## src/rtl/intc_pkg.sv

```systemverilog
package intc_pkg;
  typedef enum logic [1:0] {
    TRG_HI   = 2'd0,
    TRG_LO   = 2'd1,
    TRG_RISE = 2'd2,
    TRG_FALL = 2'd3
  } trig_e;

  localparam int OFF_TYP0 = 'h04;
  localparam int OFF_TYP1 = 'h08;
  localparam int OFF_CLR  = 'h10;
  localparam int OFF_MSK  = 'h14;
  localparam int OFF_STAT = 'h1C;
endpackage

```

## src/rtl/intc_sync.sv

```systemverilog
module intc_sync #(
  parameter int W = 64
) (
  input  logic         clk,
  input  logic         rst,
  input  logic [W-1:0] d_i,
  output logic [W-1:0] q_o
);
  logic [W-1:0] meta_q;

  always_ff @(posedge clk) begin
    if (rst) begin
      meta_q <= '0;
      q_o    <= '0;
    end else begin
      meta_q <= d_i;
      q_o    <= meta_q;
    end
  end
endmodule

```

## src/rtl/intc_bank.sv

```systemverilog
module intc_bank
  import intc_pkg::*;
#(
  parameter int N = 32
) (
  input  logic         clk,
  input  logic         rst,
  input  logic [N-1:0] s_i,
  input  logic [1:0]   we_typ,
  input  logic         we_clr,
  input  logic         we_msk,
  input  logic [N-1:0] wdata,
  output logic [N-1:0] typ0_o,
  output logic [N-1:0] typ1_o,
  output logic [N-1:0] clr_o,
  output logic [N-1:0] msk_o,
  output logic [N-1:0] st_o
);
  localparam int HALF = N / 2;

  logic [N-1:0] pend_q;
  logic [N-1:0] prev_q;
  logic [N-1:0] hit;

  always_ff @(posedge clk) begin
    if (rst) begin
      clr_o <= '0;
      msk_o <= '1;
    end else begin
      if (we_clr) clr_o <= wdata;
      if (we_msk) msk_o <= wdata;
    end
  end

  for (genvar i = 0; i < N; i++) begin : g_src
    localparam int W = i / HALF;
    localparam int K = i % HALF;
    trig_e typ_q;

    always_ff @(posedge clk) begin
      if (rst) typ_q <= TRG_HI;
      else if (we_typ[W]) typ_q <= trig_e'(wdata[2*K +: 2]);
    end

    if (W == 0) begin : g_w0
      assign typ0_o[2*K +: 2] = typ_q;
    end else begin : g_w1
      assign typ1_o[2*K +: 2] = typ_q;
    end

    assign hit[i] = ((typ_q == TRG_RISE) &&  s_i[i] && !prev_q[i]) ||
                    ((typ_q == TRG_FALL) && !s_i[i] &&  prev_q[i]);

    always_ff @(posedge clk) begin
      if (rst) begin
        pend_q[i] <= 1'b0;
        prev_q[i] <= 1'b0;
      end else begin
        prev_q[i] <= s_i[i];
        if (clr_o[i]) pend_q[i] <= 1'b0;
        else if (hit[i]) pend_q[i] <= 1'b1;
      end
    end

    always_comb begin
      if (clr_o[i])     st_o[i] = 1'b0;
      else if (typ_q[1]) st_o[i] = pend_q[i];
      else              st_o[i] = s_i[i] ^ (typ_q == TRG_LO);
    end

    // a latched edge survives until a clear
    a_r5_edge_hold: assert property (@(posedge clk) disable iff (rst)
      (pend_q[i] && !clr_o[i]) |=> pend_q[i]);

    // a held clear wipes the latched edge
    a_r6_clr_wipe: assert property (@(posedge clk) disable iff (rst)
      clr_o[i] |=> !pend_q[i]);
  end
endmodule

```

## src/rtl/intc_agg.sv

```systemverilog
module intc_agg
  import intc_pkg::*;
#(
  parameter int NBANK  = 2,
  parameter int NPB    = 32,
  parameter int AW     = 8,
  parameter int STRIDE = 32
) (
  input  logic                   clk,
  input  logic                   rst,
  input  logic [NBANK*NPB-1:0]   src_i,
  input  logic                   bus_we,
  input  logic [AW-1:0]          bus_addr,
  input  logic [NPB-1:0]         bus_wdata,
  output logic [NPB-1:0]         bus_rdata,
  output logic                   irq_o
);
  localparam int NSRC = NBANK * NPB;
  localparam int OFFW = $clog2(STRIDE);
  localparam int SELW = AW - OFFW;

  logic [NSRC-1:0] s_sync;
  logic [SELW-1:0] sel;
  logic [OFFW-1:0] off;
  logic [NPB-1:0]  typ0 [NBANK];
  logic [NPB-1:0]  typ1 [NBANK];
  logic [NPB-1:0]  clr  [NBANK];
  logic [NPB-1:0]  msk  [NBANK];
  logic [NPB-1:0]  st   [NBANK];
  logic            any_req;

  assign sel = bus_addr[AW-1:OFFW];
  assign off = bus_addr[OFFW-1:0];

  intc_sync #(.W(NSRC)) u_sync (
    .clk (clk),
    .rst (rst),
    .d_i (src_i),
    .q_o (s_sync)
  );

  for (genvar b = 0; b < NBANK; b++) begin : g_bank
    logic hit_b;
    assign hit_b = bus_we && (sel == SELW'(b));

    intc_bank #(.N(NPB)) u_bank (
      .clk    (clk),
      .rst    (rst),
      .s_i    (s_sync[b*NPB +: NPB]),
      .we_typ ({hit_b && (off == OFFW'(OFF_TYP1)), hit_b && (off == OFFW'(OFF_TYP0))}),
      .we_clr (hit_b && (off == OFFW'(OFF_CLR))),
      .we_msk (hit_b && (off == OFFW'(OFF_MSK))),
      .wdata  (bus_wdata),
      .typ0_o (typ0[b]),
      .typ1_o (typ1[b]),
      .clr_o  (clr[b]),
      .msk_o  (msk[b]),
      .st_o   (st[b])
    );
  end

  always_comb begin
    bus_rdata = '0;
    any_req   = 1'b0;
    for (int b = 0; b < NBANK; b++) begin
      any_req = any_req | (|(st[b] & ~msk[b]));
      if (sel == SELW'(b)) begin
        case (int'(off))
          OFF_TYP0: bus_rdata = typ0[b];
          OFF_TYP1: bus_rdata = typ1[b];
          OFF_CLR:  bus_rdata = clr[b];
          OFF_MSK:  bus_rdata = msk[b];
          OFF_STAT: bus_rdata = st[b];
          default:  bus_rdata = '0;
        endcase
      end
    end
  end

  always_ff @(posedge clk) begin
    if (rst) irq_o <= 1'b0;
    else     irq_o <= any_req;
  end

  // reset leaves the request low
  a_r1_reset_quiet: assert property (@(posedge clk)
    rst |=> !irq_o);

  // with bank 0 fully masked and bank 1 fully masked, no request
  a_r7_all_masked: assert property (@(posedge clk) disable iff (rst)
    ((&msk[0]) && (&msk[NBANK-1])) |=> !irq_o);
endmodule

```

## config.mk

```make
export PLATFORM = sky130hd
export DESIGN_NAME = intc_agg
export DESIGN_NICKNAME = d
export VERILOG_FILES = /design/src/rtl/intc_pkg.sv /design/src/rtl/intc_sync.sv /design/src/rtl/intc_bank.sv /design/src/rtl/intc_agg.sv
export SDC_FILE = /design/constraint.sdc
export NUM_CORES = 1
export LEC_CHECK = 0
export CAP_MARGIN = 40
export CORE_MARGIN = 5
export CORE_UTILIZATION = 55
export DETAILED_ROUTE_END_ITERATION = 6
export DONT_BUFFER_PORTS = 1
export GPL_TIMING_DRIVEN = 1
export PLACE_DENSITY_LB_ADDON = 0.12
export SLEW_MARGIN = 20
export SYNTH_ARGS = -nofsm -noshare
export SYNTH_HDL_FRONTEND = slang
export SYNTH_HIERARCHICAL = 1
export SYNTH_SLANG_ARGS = --single-unit
```

## constraint.sdc

```tcl
create_clock -name clk -period 3.9 [get_ports clk]
set_clock_uncertainty 0.15 [all_clocks]
set_input_delay 0.195 -clock clk [delete_from_list [all_inputs] [get_ports clk]]
set_output_delay 0.195 -clock clk [all_outputs]
set_load 0.05 [all_outputs]
```

==> results.py <==
metrics = {
    "logic_synthesis": {
        "synth_top_area_frac": 0.4525,
        "synthTopCellsByArea": "dfxtp_1, mux2i_1, nor2b_1",
        "synthCells": 2323,
        "syn-num-nets": 2430,
        "yosysSeqAreaShare": 0.4525,
        "ys_warn_count": 6,
        "synth_most_common_cell": "dfxtp_1",
        "syn_area_per_cell_um2": 9.770,
        "ys_ff_latch": 513,
        "ys_top_cells_by_count": "dfxtp_1, nor2b_1, nor2_1",
        "synth_flop_cell": "dfxtp_1",
        "async_flop_share": 0,
        "ys_types": 49,
        "synth-edff-count": 0,
        "syn-cell-area_um2": 22700,
        "yosysTopAreaCell": "dfxtp_1",
    },
    "sta": {
        "tns_ns": 0,
        "rsz0062_at_grt": "false",
        "drv_slew": 0,
        "hold_viol_final": 0,
        "fin_crit_sh": 0.8618,
        "setup_viol": 0,
        "fin_crit_ns": 3.361,
        "max-slew-margin-rel": 0.09954,
        "fmax_mhz": 297.5,
        "worst_pin_slew_ns": 1.351,
    },
    "clock_network": {
        "post_cts_resized": 0,
        "cts_tree": "yes",
        "ctsHoldBuffers": 373,
        "worstSkewPairLatency_ns": 0.62,
        "cts.clk_slew.worst_paths_ns": 0.07,
        "h-tree-depth": 2,
        "post-cts-setup-buffers": 0,
        "cts-root-buf": "clkbuf_16",
        "clock_path_buffers": 3,
        "clock-sinks": 513,
        "cts_buffers": 54,
    },
    "layout": {
        "stdcell_count": 3255,
        "nNetsFinal": 2778,
        "synthToLayoutAreaGrowth_pct": 26.54,
        "drive_gt1_frac": 0.07545,
        "postLayoutCoreUtil": 0.7034,
    },
    "global_routing": {
        "grt-ovfl-total": 0,
        "grt_pass1_wl_um": 123400,
        "antenna_found_initial": 13,
        "grt_max_degree": 307,
        "grt_pass1_vias": 19474,
        "grt_usage": 0.3606,
    },
    "worst_setup_path": {
        "startpoint_type": "register",
        "crit_type": "register to output port",
        "crit_required_ns": 3.56,
        "cp_max_fo": 5,
        "cp-end-kind": "output port",
        "arrival_ns": 3.02,
    },
    "drt": {
        "first_pass_iters": 7,
        "drcViolationCount": 10,
        "ant_nets": 0,
        "drt_iter0_markers": 2432,
        "vias_per_cell": 6.207,
        "vias": 20205,
        "drt-total-wl_um": 84040,
        "wl_per_cell_um": 25.82,
    },
    "min_path": {
        "hold_class": "input port to register",
    },
    "pwr": {
        "p_per_area_nw_per_um2": 392.9,
        "peakVddDrop_mv": 0.4041,
        "p_leak_uw": 0.01060,
    },
    "floorplanning": {
        "die_y_um": 213.1,
        "die_x_um": 213.1,
        "dieArea_um2": 45430,
        "ios": 140,
        "core_um2": 40830,
        "start_util": 0.5558,
        "rows": 74,
    },
    "placed_design": {
        "dp_hpwl_um": 53180,
        "dpl.cell_count": 2773,
        "place.gp.congestion": 1.027,
        "numPortBuffers": 0,
    },
    "status": {
        "violations": "DRC",
        "status": "finished with violations",
    },
    "run": {
        "drv_cap": 0,
    },
}
==> metrics by stage <==
| stage | hold WS [ns] | setup slack, ns | power [uW] | instance area [um^2] |
|---|---|---|---|---|
| global placement | 0.1484 | 0.8950 | 5871 | 23120 |
| global route | 0.04327 | 0.3983 | 11600 | 28720 |
| floorplan | 0.1174 | 0.8567 | 5849 | 22700 |
| detailed placement | 0.1517 | 1.019 | 5878 | 23130 |
| CTS | 0.04431 | 0.6019 | 11280 | 28700 |
| finish | 0.06424 | 0.5391 | 11280 | 28720 |
==> where the power goes <==
group	total, uW	leakage [uW]	switching (uW)	internal [uW]
clock network	5250	0.000898	2220	3030
registers	5380	0.00417	60.4	5320
logic	649	0.00554	358	291
==> final cells by class <==
cell class / count / area, um^2
tap: 532 / 665.6
sequential: 513 / 10270
clock buffer: 82 / 1680
multi-input combinational: 1546 / 11230
clock inverter: 20 / 137.6
fill: 3112 / 12110
timing repair buffer: 435 / 4264
inverter: 121 / 454.2
antenna: 6 / 15.01
==> layout by cell type (no fill, tap or decap), types with 64 or more instances in the layout <==
| master | Yosys | routed |
|---|---|---|
| a211o_1 | 64 | 64 |
| a211oi_1 | 74 | 68 |
| and4b_1 | 64 | 64 |
| dfxtp_1 | 513 | 513 |
| dlygate4sd3_1 | 0 | 372 |
| inv_1 | 119 | 119 |
| mux2i_1 | 217 | 217 |
| nor2_1 | 281 | 275 |
| nor2b_1 | 326 | 325 |
| nor4bb_1 | 64 | 64 |
| o31a_1 | 64 | 64 |
| xnor2_1 | 64 | 64 |
==> per-layer routing <==
layer,GRT usage,routed length (um),share of wire
met5,0,52,0.00062
met2,0.5476,36070,0.43
met1,0.4744,33270,0.40
met4,0.1695,4880,0.058
met3,0.1067,9766,0.12
==> critical path, stage by stage, from the launching register on <==
cell and delay (ns):
dfxtp_1 0.47, xnor2_1 0.11, a211oi_1 0.51, a22oi_1 0.13
o21ai_0 0.29, a21oi_1 0.13, nor4_2 0.47, buf_4 0.29
==> path summary, 6_finish.rpt <==
kind	startpoint	endpoint	slack, ns	cells after the start
hold reg to reg	u_sync/meta_q[18]	u_sync/q_o[18]	0.28	1
hold / removal	rst	u_sync/q_o[49]	0.06	2
setup / recovery	g_bank[1].u_bank/g_src[7].typ_q[0]	bus_rdata[7]	0.54	7
setup reg to reg	g_bank[1].u_bank/g_src[4].typ_q[0]	irq_o	1.13	7
==> flip-flops by register name, summed over array words and instances (netlist names) <==
signal,cells
g_bank.u_bank/clr_o,64
irq_o,1
g_bank.u_bank/prev_q,64
g_bank.u_bank/pend_q,64
g_bank.u_bank/msk_o,64
g_bank.u_bank/g_src.typ_q,128
u_sync/q_o,64
u_sync/meta_q,64
==> cells by family after synthesis <==
logic type	after synthesis	synth area share
AO/OA/AOI/OAI	417	0.1425
XOR/XNOR	64	0.02470
multiplexers	235	0.1046
buffers and inverters	264	0.05899
AND/OR/NAND/NOR	830	0.2167
flip-flops	513	0.4525
Note: power is estimated with default switching activity, not from simulation.
